**src/rtl/omega_pkg.sv**
```systemverilog
package omega_pkg;

  typedef enum logic {
    SW_PASS  = 1'b0,
    SW_CROSS = 1'b1
  } sw_mode_e;

  // Straight when the two tag bits agree, swapped when they differ.
  function automatic sw_mode_e pick_mode(input logic src_bit, input logic dst_bit);
    return (src_bit ^ dst_bit) ? SW_CROSS : SW_PASS;
  endfunction

endpackage

```
**src/rtl/omega_shuffle.sv**
```systemverilog
module omega_shuffle #(
  parameter int P = 8,
  parameter int W = 16
) (
  input  logic [P*W-1:0] lines_i,
  output logic [P*W-1:0] lines_o
);

  localparam int HALF = P / 2;

  // Lane i moves to lane rotl(i): low bits shift up, the top bit wraps to bit 0.
  for (genvar i = 0; i < P; i++) begin : g_lane
    localparam int DST = ((i * 2) % P) + (i / HALF);
    assign lines_o[DST*W +: W] = lines_i[i*W +: W];
  end

endmodule

```
**src/rtl/omega_switch2.sv**
```systemverilog
module omega_switch2
  import omega_pkg::*;
#(
  parameter int AW  = 3,
  parameter int DW  = 8,
  parameter int BIT = 0,
  localparam int PW = 1 + 2 * AW + DW
) (
  input  logic [PW-1:0] up_i,
  input  logic [PW-1:0] lo_i,
  output logic [PW-1:0] out0_o,
  output logic [PW-1:0] out1_o,
  output logic          conflict_o
);

  localparam int VB      = PW - 1;
  localparam int SRC_LSB = DW + AW;
  localparam int DST_LSB = DW;

  sw_mode_e        up_mode;
  sw_mode_e        lo_mode;
  sw_mode_e        mode;
  logic [PW-1:0]   lo_keep;

  always_comb begin
    up_mode    = pick_mode(up_i[SRC_LSB+BIT], up_i[DST_LSB+BIT]);
    lo_mode    = pick_mode(lo_i[SRC_LSB+BIT], lo_i[DST_LSB+BIT]);
    conflict_o = up_i[VB] & lo_i[VB] & (up_mode != lo_mode);
    lo_keep    = lo_i;
    if (conflict_o) lo_keep[VB] = 1'b0;
    mode = up_i[VB] ? up_mode : lo_mode;
    if (mode == SW_PASS) begin
      out0_o = up_i;
      out1_o = lo_keep;
    end else begin
      out0_o = lo_keep;
      out1_o = up_i;
    end
  end

endmodule

```
**src/rtl/omega_stage.sv**
```systemverilog
module omega_stage #(
  parameter int P   = 8,
  parameter int AW  = 3,
  parameter int DW  = 8,
  parameter int BIT = 0,
  localparam int PW = 1 + 2 * AW + DW
) (
  input  logic            clk,
  input  logic            rst_n,
  input  logic [P*PW-1:0] lines_i,
  output logic [P*PW-1:0] lines_o,
  output logic            blocked_o
);

  localparam int NSW = P / 2;

  logic [P*PW-1:0] sh_lines;
  logic [P*PW-1:0] sw_lines;
  logic [NSW-1:0]  conflicts;

  omega_shuffle #(.P(P), .W(PW)) u_shuffle (
    .lines_i (lines_i),
    .lines_o (sh_lines)
  );

  for (genvar j = 0; j < NSW; j++) begin : g_sw
    omega_switch2 #(.AW(AW), .DW(DW), .BIT(BIT)) u_sw (
      .up_i       (sh_lines[(2*j)*PW +: PW]),
      .lo_i       (sh_lines[(2*j+1)*PW +: PW]),
      .out0_o     (sw_lines[(2*j)*PW +: PW]),
      .out1_o     (sw_lines[(2*j+1)*PW +: PW]),
      .conflict_o (conflicts[j])
    );
  end

  always_ff @(posedge clk or negedge rst_n) begin
    if (!rst_n) begin
      lines_o   <= '0;
      blocked_o <= 1'b0;
    end else begin
      lines_o   <= sw_lines;
      blocked_o <= |conflicts;
    end
  end

endmodule

```
**src/rtl/omega_net.sv**
```systemverilog
module omega_net #(
  parameter int P      = 8,
  parameter int DATA_W = 8,
  localparam int ADDR_W = $clog2(P)
) (
  input  logic                clk,
  input  logic                rst_n,
  input  logic [P-1:0]        in_valid,
  input  logic [P*ADDR_W-1:0] in_src,
  input  logic [P*ADDR_W-1:0] in_dst,
  input  logic [P*DATA_W-1:0] in_data,
  output logic [P-1:0]        out_valid,
  output logic [P*ADDR_W-1:0] out_src,
  output logic [P*ADDR_W-1:0] out_dst,
  output logic [P*DATA_W-1:0] out_data,
  output logic [ADDR_W-1:0]   stage_blocked
);

  localparam int NSTG = ADDR_W;
  localparam int PW   = 1 + 2 * ADDR_W + DATA_W;

  logic [P*PW-1:0] bus [NSTG+1];

  // Pack each lane as {valid, src, dst, data}.
  for (genvar i = 0; i < P; i++) begin : g_pack
    assign bus[0][i*PW +: PW] = {in_valid[i], in_src[i*ADDR_W +: ADDR_W],
                                 in_dst[i*ADDR_W +: ADDR_W], in_data[i*DATA_W +: DATA_W]};
  end

  // Stage k resolves tag bit ADDR_W-1-k (most significant first).
  for (genvar k = 0; k < NSTG; k++) begin : g_stage
    omega_stage #(.P(P), .AW(ADDR_W), .DW(DATA_W), .BIT(NSTG-1-k)) u_stage (
      .clk       (clk),
      .rst_n     (rst_n),
      .lines_i   (bus[k]),
      .lines_o   (bus[k+1]),
      .blocked_o (stage_blocked[k])
    );
  end

  for (genvar i = 0; i < P; i++) begin : g_unpack
    assign out_valid[i]                  = bus[NSTG][i*PW + PW - 1];
    assign out_src[i*ADDR_W +: ADDR_W]   = bus[NSTG][i*PW + DATA_W + ADDR_W +: ADDR_W];
    assign out_dst[i*ADDR_W +: ADDR_W]   = bus[NSTG][i*PW + DATA_W +: ADDR_W];
    assign out_data[i*DATA_W +: DATA_W]  = bus[NSTG][i*PW +: DATA_W];
  end

endmodule

```
**config.mk**
```make
export PLATFORM = sky130hd
export DESIGN_NAME = omega_net
export DESIGN_NICKNAME = d
export VERILOG_FILES = /design/src/rtl/omega_pkg.sv /design/src/rtl/omega_shuffle.sv /design/src/rtl/omega_switch2.sv /design/src/rtl/omega_stage.sv /design/src/rtl/omega_net.sv
export SDC_FILE = /design/constraint.sdc
export NUM_CORES = 1
export LEC_CHECK = 0
export ABC_AREA = 1
export BUFFER_PORTS_ARGS = -buffer_cell sky130_fd_sc_hd__buf_2
export CORE_UTILIZATION = 59
export DETAILED_ROUTE_END_ITERATION = 6
export GPL_ROUTABILITY_DRIVEN = 0
export PLACE_DENSITY_LB_ADDON = 0.1
export SETUP_SLACK_MARGIN = 0.05
export SYNTH_ARGS = -nofsm -noshare
export SYNTH_HDL_FRONTEND = slang
export SYNTH_HIERARCHICAL = 1
export SYNTH_SLANG_ARGS = --single-unit
```
**constraint.sdc**
```tcl
create_clock -name clk -period 1.3 [get_ports clk]
set_input_delay 0.195 -clock clk [delete_from_list [all_inputs] [get_ports clk]]
set_output_delay 0.195 -clock clk [all_outputs]
set_load 0.005 [all_outputs]
```
==> results.cfg <==
[run_status]
outcome = complete, but fails checks
violations = negative hold slack, negative setup slack

[synth]
synth.yosys.seq_area_share = 0.472
synthesis.nets = 2330
ys_seq_elements = 363
synth.avg_cell_area_sq_um = 8.72
post_synth_inst_count = 2208
synth_top_cells_by_area = sky130_fd_sc_hd__dfrtp_1, sky130_fd_sc_hd__nand3_1, sky130_fd_sc_hd__buf_4
syn_area_sq_um = 19300
synth.top_cell.area_share = 0.472
ys.warnings.count = 6
synth_cell_type_count = 16
yosys.area.top_type = sky130_fd_sc_hd__dfrtp_1

[power]
power_density_nw_per_um2 = 1770
cellLeakagePower_nw = 11.4
p_total_mw = 38.8
ir_drop_mv = 0.999

[global_route]
grt_pass1_wl_um = 77100
grt_pass1_vias = 13600
grt_overflow_total = 0
maximum_number_of_pins_on_one_net_before_global_route_repair = 84
grt_util_all_layers = 0.303
antenna_found_initial = 0

[route]
num_vias = 15500
detail_route.wirelength_um = 52100
postRouteAntennaNets = 0
remaining_drc_errors = 0
length_of_the_first_detailed_routing_pass_in_iterations = 6
drt_first_iter_violations = 1850
average_via_count_per_standard_cell = 5.66
drt-wirelength-per-cell_um = 19.1

[layout]
multi_input_area_sq_um = 6820
layout_commonest_cell = sky130_fd_sc_hd__nand3_1
seq_area_sq_um = 9110
fin_util = 0.690
n_fill_cell = 2430
fin_area_sq_um = 21900
layout_overhead_on_the_synthesized_area_pct = 13.9
finalNetCount = 2395
diodes = 0
mostFrequentLayoutCells = sky130_fd_sc_hd__nand3_1, sky130_fd_sc_hd__nand2_1, sky130_fd_sc_hd__dfrtp_1
post_route_cells_drive_above_1_share = 0.259
final_cell_count_no_fill = 2733

[worst_setup_path]
timing.critical_path.slowest_cell_delay_ns = 0.45
timing.critical_path.cells = buf_2
worstSetupPathType = flop to output pin
worst-endpoint-arrival_ns = 1.13
crit_path_top_delay_cell = sky130_fd_sc_hd__dfrtp_1
critPathBufInv = 1
critical_path_peak_fanout = 1
critPathTopFamily = flip-flops
critPathLaunchType = flop
required_ns = 1.11
end_kind = output pin

[clock_network]
tritoncts_clock_tree = done
cts_htree_levels = 2
numCtsBuffers = 36
clk_root_buffer_cell = sky130_fd_sc_hd__clkbuf_16
cts.reportedPaths.clkPinSlew_ns = 0.06
cts.sink_count = 363
clkLatencyLatePin_ns = 0.53
cts.path.max_buffers = 3

[floorplan]
total_core_area_sq_um = 31800
floorplan.die_area_sq_um = 33400
io_pins = 245
die_width_um = 183
num_rows = 65
dieHeight_um = 183
initial_utilization = 0.606

[timing]
timing.final.max_slew_violations = 0
tns_ns = -0.0387
hold_ws_ns = -0.000617
slew_headroom = 0.673
fin_worst_skew_ns = 0.0198
finalWorstSetupSlack_ns = -0.0255
setup-violations-final = 2
period_needed_ns = 1.33
worst_slew_pin_slew_ns = 0.485
f_max_ghz = 0.754
timing.final.crit_share = 1.02
grt_setup_unrepaired = true
count_of_endpoints_failing_hold_in_the_final_timing_report = 1

[place]
placed_cells_incl_taps = 2476
placement.cell_area_sq_um = 18100
io_buffers = 244
post-dp-hpwl_um = 35900

[worst_hold_path]
hp-class = input pin to flop

[flow_run]
maxCapViolations = 0
[kinds of logic (layout without fill, tap and decap cells)]
group | count (synthesis) | after routing | synth area share
and+or+nand+nor | 1257 | 1272 | 0.311
buffers and inverters | 564 | 639 | 0.211
DFF | 363 | 363 | 0.472
AOI/OAI and AO/OA | 24 | 24 | 0.00624
[final timing paths]
path / start / to / slack, ns / cells past startpoint
max: g_stage[1].u_stage/blocked_o / stage_blocked[1] / -0.03 / 1
min: in_src[11] / g_stage[0].u_stage/lines_o[118] / -0.0006 / 3
max reg2reg: g_stage[0].u_stage/lines_o[117] / g_stage[1].u_stage/lines_o[107] / -0.01 / 4
min reg2reg: g_stage[1].u_stage/lines_o[62] / g_stage[2].u_stage/lines_o[2] / 0.50 / 2
max in group asynchronous: rst_n / g_stage[0].u_stage/lines_o[117] / 0.58 / 3
min in group asynchronous: rst_n / g_stage[2].u_stage/lines_o[12] / 0.07 / 2
[timing repair]
item / 4_1_cts / 5_1_grt
endpoints found under the setup margin: 93 / 244
hold buffers: 151 / 0
pin swaps: 4 / 33
cloned: 7 / 15
buffers inserted: 3 / 18
resized for setup: 35 / 134
hold endpoints to repair: 460 / 0
[area by class of cell]
| type | count | share of cell area |
|---|---|---|
| clock inverters | 11 | 0.00873 |
| well taps | 435 | 0.0248 |
| multi-input cells | 1296 | 0.311 |
| repair buffers | 492 | 0.177 |
| inverters | 84 | 0.0145 |
| clock buffers | 52 | 0.0480 |
| flip-flops and latches | 363 | 0.415 |
[flip-flops by register name, indices dropped and copies added (netlist names)]
name                       count
g_stage.u_stage/lines_o      360
g_stage.u_stage/blocked_o      3
[where the power goes]
group	total [mW]	switching, mW	internal, mW
sequential	16.2	1.97	14.3
combinational	11.7	6.79	4.92
clock	10.9	4.23	6.63
[cell usage after synthesis]
master,count
sky130_fd_sc_hd__inv_1,80
sky130_fd_sc_hd__nand2_1,483
sky130_fd_sc_hd__nor2_1,30
sky130_fd_sc_hd__inv_2,4
sky130_fd_sc_hd__dfrtp_1,363
sky130_fd_sc_hd__buf_6,68
sky130_fd_sc_hd__o21ai_1,8
sky130_fd_sc_hd__buf_2,24
sky130_fd_sc_hd__nand3_4,12
sky130_fd_sc_hd__clkbuf_1,12
sky130_fd_sc_hd__nand2_4,12
sky130_fd_sc_hd__nand3_1,680
sky130_fd_sc_hd__nand3_2,16
sky130_fd_sc_hd__nand2_2,24
sky130_fd_sc_hd__buf_4,376
sky130_fd_sc_hd__o21ai_0,16
[per-stage QoR]
| step | hold WS [ns] | setup WS [ns] |
|---|---|---|
| CTS | 0.000352 | -0.0279 |
| global route | 0.00217 | -0.0451 |
| floorplan | -0.101 | 0.146 |
| detailed placement | 0.0214 | -0.0256 |
| global placement | 0.0224 | 0.00404 |
| finish | -0.000617 | -0.0255 |
[per-layer routing]
metal / up-vias / global-route usage / wire [um]
li1: 7029 / - / -
met3: 158 / 0.0669 / 5480
met2: 935 / 0.462 / 23600
met5: - / 0 / 0
met4: 0 / 0.103 / 2180
met1: 7345 / 0.429 / 20900
No activity file was read; power rests on OpenSTA's default activity.
